===== src/rtl/bscan_pkg.sv =====
package bscan_pkg;

  typedef enum logic [1:0] {
    KIND_IN    = 2'd0,
    KIND_OUT   = 2'd1,
    KIND_TRI   = 2'd2,
    KIND_BIDIR = 2'd3
  } pad_kind_e;

  localparam int SEL_OUT   = 0;
  localparam int SEL_OE    = 1;
  localparam int SEL_IN    = 2;
  localparam int SEL_FIXOE = 3;

  function automatic bit kind_has_in(logic [1:0] k);
    return (k == KIND_IN) || (k == KIND_BIDIR);
  endfunction

  function automatic bit kind_has_out(logic [1:0] k);
    return (k != KIND_IN);
  endfunction

  function automatic bit kind_has_oe(logic [1:0] k);
    return (k == KIND_TRI) || (k == KIND_BIDIR);
  endfunction

  // One bit per pin telling whether the selected wire exists for that pin.
  function automatic logic [63:0] wire_mask(int n, logic [127:0] kinds, int sel);
    logic [63:0] m;
    logic [1:0]  k;
    m = '0;
    for (int i = 0; i < 64; i++) begin
      if (i < n) begin
        k = kinds[2*i +: 2];
        case (sel)
          SEL_OUT: m[i] = kind_has_out(k);
          SEL_OE:  m[i] = kind_has_oe(k);
          SEL_IN:  m[i] = kind_has_in(k);
          default: m[i] = (k == KIND_OUT);
        endcase
      end
    end
    return m;
  endfunction

endpackage


===== src/rtl/bscan_obs_cell.sv =====
module bscan_obs_cell (
  input  logic clk,
  input  logic rst_n,
  input  logic capture,
  input  logic shift,
  input  logic sin,
  input  logic obs,
  output logic sq
);
  // Observe point: snapshot of a live wire, or one stage of the chain.
  always_ff @(posedge clk or negedge rst_n) begin
    if (!rst_n)       sq <= 1'b0;
    else if (capture) sq <= obs;
    else if (shift)   sq <= sin;
  end
endmodule


===== src/rtl/bscan_drv_cell.sv =====
module bscan_drv_cell (
  input  logic clk,
  input  logic rst_n,
  input  logic capture,
  input  logic shift,
  input  logic update,
  input  logic sin,
  output logic sq,
  output logic uq
);
  // Drive point: the shift stage plus an update latch that holds the muxed value.
  always_ff @(posedge clk or negedge rst_n) begin
    if (!rst_n)       sq <= 1'b0;
    else if (capture) sq <= uq;
    else if (shift)   sq <= sin;
  end

  always_ff @(posedge clk or negedge rst_n) begin
    if (!rst_n)      uq <= 1'b0;
    else if (update) uq <= sq;
  end
endmodule


===== src/rtl/bscan_pad_chain.sv =====
module bscan_pad_chain #(
  parameter int                    NPINS     = 4,
  parameter logic [2*NPINS-1:0]    PIN_KINDS = 8'b11_10_01_00
) (
  input  logic             clk,
  input  logic             rst_n,
  input  logic             scan_en,
  input  logic             capture,
  input  logic             shift,
  input  logic             update,
  input  logic             tdi,
  output logic             tdo,
  input  logic [NPINS-1:0] core_out,
  input  logic [NPINS-1:0] core_oe,
  output logic [NPINS-1:0] core_in,
  input  logic [NPINS-1:0] pad_in,
  output logic [NPINS-1:0] pad_out,
  output logic [NPINS-1:0] pad_oe
);
  import bscan_pkg::*;

  localparam logic [NPINS-1:0] OUT_M = NPINS'(wire_mask(NPINS, 128'(PIN_KINDS), SEL_OUT));
  localparam logic [NPINS-1:0] OE_M  = NPINS'(wire_mask(NPINS, 128'(PIN_KINDS), SEL_OE));
  localparam logic [NPINS-1:0] IN_M  = NPINS'(wire_mask(NPINS, 128'(PIN_KINDS), SEL_IN));
  localparam logic [NPINS-1:0] FIX_M = NPINS'(wire_mask(NPINS, 128'(PIN_KINDS), SEL_FIXOE));

  logic [NPINS:0]   link;
  logic [NPINS-1:0] upd_pout, upd_poe, upd_cin;

  assign link[0] = tdi;
  assign tdo     = link[NPINS];

  for (genvar p = 0; p < NPINS; p++) begin : g_pin
    localparam logic [1:0] K   = PIN_KINDS[2*p +: 2];
    localparam bit         HO  = kind_has_out(K);
    localparam bit         HOE = kind_has_oe(K);
    localparam bit         HI  = kind_has_in(K);

    // lk[s] feeds slot s; lk[s+1] is its output (or a bypass when the slot is absent).
    logic [6:0] lk;
    assign lk[0]     = link[p];
    assign link[p+1] = lk[6];

    if (HO) begin : g_cout
      bscan_obs_cell u_cell (.clk(clk), .rst_n(rst_n), .capture(capture), .shift(shift),
                             .sin(lk[0]), .obs(core_out[p]), .sq(lk[1]));
    end else begin : g_cout_skip
      assign lk[1] = lk[0];
    end

    if (HOE) begin : g_coe
      bscan_obs_cell u_cell (.clk(clk), .rst_n(rst_n), .capture(capture), .shift(shift),
                             .sin(lk[1]), .obs(core_oe[p]), .sq(lk[2]));
    end else begin : g_coe_skip
      assign lk[2] = lk[1];
    end

    if (HI) begin : g_pin_in
      bscan_obs_cell u_cell (.clk(clk), .rst_n(rst_n), .capture(capture), .shift(shift),
                             .sin(lk[2]), .obs(pad_in[p]), .sq(lk[3]));
    end else begin : g_pin_in_skip
      assign lk[3] = lk[2];
    end

    if (HO) begin : g_pout
      bscan_drv_cell u_cell (.clk(clk), .rst_n(rst_n), .capture(capture), .shift(shift),
                             .update(update), .sin(lk[3]), .sq(lk[4]), .uq(upd_pout[p]));
    end else begin : g_pout_skip
      assign lk[4]       = lk[3];
      assign upd_pout[p] = 1'b0;
    end

    if (HOE) begin : g_poe
      bscan_drv_cell u_cell (.clk(clk), .rst_n(rst_n), .capture(capture), .shift(shift),
                             .update(update), .sin(lk[4]), .sq(lk[5]), .uq(upd_poe[p]));
    end else begin : g_poe_skip
      assign lk[5]      = lk[4];
      assign upd_poe[p] = HO;  // output-only pads stay enabled, input pads stay off
    end

    if (HI) begin : g_cin
      bscan_drv_cell u_cell (.clk(clk), .rst_n(rst_n), .capture(capture), .shift(shift),
                             .update(update), .sin(lk[5]), .sq(lk[6]), .uq(upd_cin[p]));
    end else begin : g_cin_skip
      assign lk[6]      = lk[5];
      assign upd_cin[p] = 1'b0;
    end
  end

  // Pad-side and core-side muxes, one pair per tapped wire.
  always_comb begin
    if (scan_en) begin
      pad_out = upd_pout;
      pad_oe  = upd_poe;
      core_in = upd_cin;
    end else begin
      pad_out = core_out & OUT_M;
      pad_oe  = (core_oe & OE_M) | FIX_M;
      core_in = pad_in & IN_M;
    end
  end

endmodule


===== config.mk =====
export PLATFORM = sky130hd
export DESIGN_NAME = bscan_pad_chain
export DESIGN_NICKNAME = d
export VERILOG_FILES = /design/src/rtl/bscan_pkg.sv /design/src/rtl/bscan_obs_cell.sv /design/src/rtl/bscan_drv_cell.sv /design/src/rtl/bscan_pad_chain.sv
export SDC_FILE = /design/constraint.sdc
export NUM_CORES = 1
export LEC_CHECK = 0
export BUFFER_PORTS_ARGS = -buffer_cell sky130_fd_sc_hd__clkbuf_2
export CAP_MARGIN = 25
export CORE_AREA = 2 2 48 50
export DETAILED_ROUTE_END_ITERATION = 6
export DIE_AREA = 0 0 50 52
export GPL_TIMING_DRIVEN = 0
export PLACE_DENSITY = 0.91
export SETUP_SLACK_MARGIN = 0.4
export SKIP_LAST_GASP = 1
export SLEW_MARGIN = 40
export SYNTH_ARGS = -nofsm -noshare
export SYNTH_HDL_FRONTEND = slang
export SYNTH_SLANG_ARGS = --single-unit

===== constraint.sdc =====
create_clock -name clk -period 1.5 [get_ports clk]
set_input_delay 0.3 -clock clk [delete_from_list [all_inputs] [get_ports clk]]
set_output_delay 0.3 -clock clk [all_outputs]
set_load 0.01 [all_outputs]

== Yosys cells after proc, flatten, opt, wreduce, memory -nomap -nowiden ==
Cells that the tools add are included.
Cells by class
  reductions and logical operators: 1
  mux-type cells: 31
Operators with widths (number)
  2-to-1 mux 1 bit: 28
  2-to-1 mux 4 bit: 3
  nonzero test 2 bit: 1
Word-level totals
  word-level logic and storage cells: 53
  register bits after elaboration: 21

== Logic depth before layout (Yosys ltp) ==
  depth after elaboration: 2
  gate-level depth with buffers: 4

== Hierarchy ==
From an unflattened synthesis, not the netlist that was laid out.
Second synthesis, totals
  cells, all modules: 85
  area total of the unflattened synthesis: 1054.8 sq um
By module, submodules not included
  bscan_drv_cell: sequential area each 50.0 sq um, times used 7, area an instance 83.8 sq um, cells each 6
  bscan_obs_cell: sequential area each 25.0 sq um, times used 7, area an instance 43.8 sq um, cells each 4
  bscan_pad_chain: sequential area each 0.0 sq um, times used 1, area an instance 161.4 sq um, cells each 15

== Worst setup path before layout ==
Ideal clock, no wire load.
  path type: input -> output
  start point: in scan_en
  end point: out core_in[0]
  slack: 380 ps
  cell stages on the path: 2
  arrival: 820 ps
  path buffers: 1
  data required time: 1200 ps
  path through: buf_2 -> mux2_2
Between the ends
  longest elaborated chain between the ends: 1
RTL lines
  from (decl): line bscan_pad_chain.sv:7  | input logic scan_en,
  2-to-1 mux 4 bit: line bscan_pad_chain.sv:92  | if (scan_en) begin
  to (decl): line bscan_pad_chain.sv:15  | output logic [NPINS-1:0] core_in,
Every way passes these cells.

== Final worst setup path ==
  start point: reg g_pin[3].g_cin.u_cell.uq
  end point: out core_in[3]
Between the ends
  longest elaborated chain between the ends: 1
RTL lines
  from (decl): line bscan_drv_cell.sv:9  | output logic uq
  from (signal assigned): line bscan_drv_cell.sv:20  | else if (update) uq <= sq;
  2-to-1 mux 4 bit: line bscan_pad_chain.sv:92
Every way passes these cells.

==> summary.txt <==
status - finished, final reports clean
Syn. warnings - 0
Final nets - 149
layout cell share with drive strength beyond 1 - 45.74%
Slew HR - 65.28%
Int Pwr - 1.095 mW
Least-Margin Pin Slew - 0.5207 ns
antenna diode count - 0
Ports - 32
commonest non-fill, non-tap cell in the layout - dfrtp_1
Final Hold Fails - 0
Crit path largest cell delay - 0.41 ns
vias - 818
synthesized instance count - 91
crit path kind - reg2out
WP buf/inv - 1
htree depth - 1
Die Wd - 50 microns
Area growth syn-to-layout - 30.82%
first-pass GRT wire length - 3.677 mm
Antenna Nets Post-Route - 0
residual DRC count - 0
Max clock buf depth - 2
sequential power share - 48.4%
startpoint types - register
WL per Instance - 15.06 microns
Port Buffers - 17
max_cap viols - 0
Max Clock Freq - 0.7053 GHz
gr usage total - 18.95%
DR pass1 iterations - 4
Hold Crit Class - in2reg
Reg2Reg Setup Slack - 0.48 ns
Worst R2R Path Depth - 3
Skew-Pair Late Insertion Delay - 0.30 ns
clock group share of total power - 17.6%
most frequent cells in the layout - dfrtp_1 (21), buf_4 (18), mux2i_1 (14), nand2_1 (14), clkbuf_2 (12)
Slew Limit Fails - 0
Worst-path clk slew - 0.11 ns
TritonCTS Buffers - 3
largest net degree at the start of global routing - 22
core area - 2106 sq um
detailed placement HPWL - 1.490 mm
TritonCTS clock tree - yes
synthesized area - 1047 sq um
routed metal-1 wirelength - 951 microns
combinational power share - 34.0%
met3 wire len - 84 microns
Total Power - 1.541 mW
final WL - 2.365 mm
die area - 2600 sq um
Final Critical Period - 1.418 ns
Via density - 5.210
CP arrival - 1.12 ns
uppermost routed layer - met4
gr ovfl total - 0
vias in the first global route - 813
CTS Root Cell - clkbuf_4
hold_ws - 0.2199 ns
CP required - 1.20 ns
slowest CP cell - dfrtp_1
post-synth cell types - 11
VDD IR max - 0.0006920 V
Die H - 52 microns
met2 WL - 1.278 mm
Final Util - 65.06%
Psw - 446.1 uW
setup violators final - 0
setup_tns - 0 ns
switching part of the total - 28.94%
sequential area share after synthesis - 50.18%
CTS sink count - 21
Initial Util - 49.73%
cell family with most CP delay - flip-flops
Setup crit start - g_pin[3].g_cin.u_cell.uq
worst-path fanout max - 2
cells along the critical path - mux2_4 > clkbuf_2
CP endpoint kind - primary output
row count - 17
antenna violations before repair - 0
pwr/cell area - 1125 nW/um^2
synthesized area per cell - 11.51 sq um
Seq cells post-synth - 21
RR Startpoint - g_pin[3].g_cin.u_cell.uq
1st-iter DRT viols - 15
Clock Skew - 0.001466 ns
GP Congestion - 0.7653
RSZ-0062 raised after global routing - true
crit path to - core_in[3]
Leak - 0.7259 nW
fin crit share - 94.52%
Reg-to-Reg End - g_pin[3].g_cin.u_cell.uq
critical path depth - 2
flip-flops by register name (all words and copies together) (netlist names):
signal,flops
g_pin.g_cin.u_cell.sq,2
g_pin.g_cin.u_cell.uq,2
g_pin.g_coe.u_cell.sq,2
g_pin.g_cout.u_cell.sq,3
g_pin.g_pin_in.u_cell.sq,2
g_pin.g_poe.u_cell.sq,2
g_pin.g_poe.u_cell.uq,2
g_pin.g_pout.u_cell.sq,3
g_pin.g_pout.u_cell.uq,3
through the flow:
| stage | setup slack, ns | instance area (sq um) | std cells |
|---|---|---|---|
| finish | 0.08213 | 1370 | 157 |
| global route | 0.05366 | 1370 | 157 |
| CTS | 0.09967 | 1294 | 151 |
| detailed placement | 0.2011 | 1179 | 139 |
| global placement | 0.2168 | 1179 | 139 |
| floorplan | 0.3796 | 1059 | 94 |
layout make-up:
class | instances | area, sq um
Buffer | 12 | 93.84
Clock buffer | 4 | 26.28
Fill cell | 164 | 735.7
Multi-Input combinational cell | 61 | 465.4
Sequential cell | 21 | 525.5
Tap cell | 28 | 35.03
Timing Repair Buffer | 31 | 224.0
kinds of logic (layout without fill, tap and decap cells):
| kind of cell | count (synthesis) | count (layout) | share of synthesized area (%) |
|---|---|---|---|
| mux | 28 | 28 | 28.43 |
| buf+inv | 12 | 47 | 8.961 |
| other cells | 2 | 5 | 0.7171 |
| flops | 21 | 21 | 50.18 |
| compound gates | 14 | 14 | 6.691 |
| simple gates | 14 | 14 | 5.018 |
worst reg2reg max path: cells and delay by family (launching register included):
kind | cells | cell delay [ns]
muxes | 1 | 0.25
buffers and inverters | 2 | 0.26
DFF | 1 | 0.41
what timing repair did:
item	CTS	global route
gates resized for setup	7	10
hold buffers	1	0
endpoints found under the hold margin	21	0
setup buffers	7	6
setup endpoints to repair	8	8
power by group through the flow:
stage,sequential [mW],combinational [mW],clock [mW]
3_5_place_dp,0.759,0.327,0
6_report,0.746,0.525,0.271
4_1_cts,0.739,0.429,0.278
2_1_floorplan,0.740,0.227,0
5_1_grt,0.758,0.563,0.298
3_3_place_gp,0.751,0.310,0
routing by layer:
metal | vias up | track usage, %
met5 | - | 0
met4 | 0 | 10.65
met3 | 7 | 2.011
met2 | 35 | 33.99
met1 | 397 | 21.97
li1 | 379 | -
how the worst min path moves through the flow:
stage | from | end | slack (ns) | depth (start not counted)
after global placement | rst_n | g_pin[3].g_pout.u_cell.sq | 0.28 | 1
after detailed placement | rst_n | g_pin[3].g_pout.u_cell.sq | 0.30 | 1
after floorplan | rst_n | g_pin[0].g_cin.u_cell.sq | 0.004 | 0
after global routing | core_out[2] | g_pin[2].g_cout.u_cell.sq | 0.23 | 3
final | core_out[3] | g_pin[3].g_cout.u_cell.sq | 0.22 | 3
after CTS | core_oe[3] | g_pin[3].g_coe.u_cell.sq | 0.22 | 3
cells in the mapped netlist, drive strengths merged:
master	instances	area (sq um)
dfrtp	21	525.5
buf	12	93.84
mux2i	14	140.1
mux2	14	157.7
conb	2	7.510
o21ai	14	70.07
nand2	14	52.55
No activity file was read; power rests on OpenSTA's default activity.
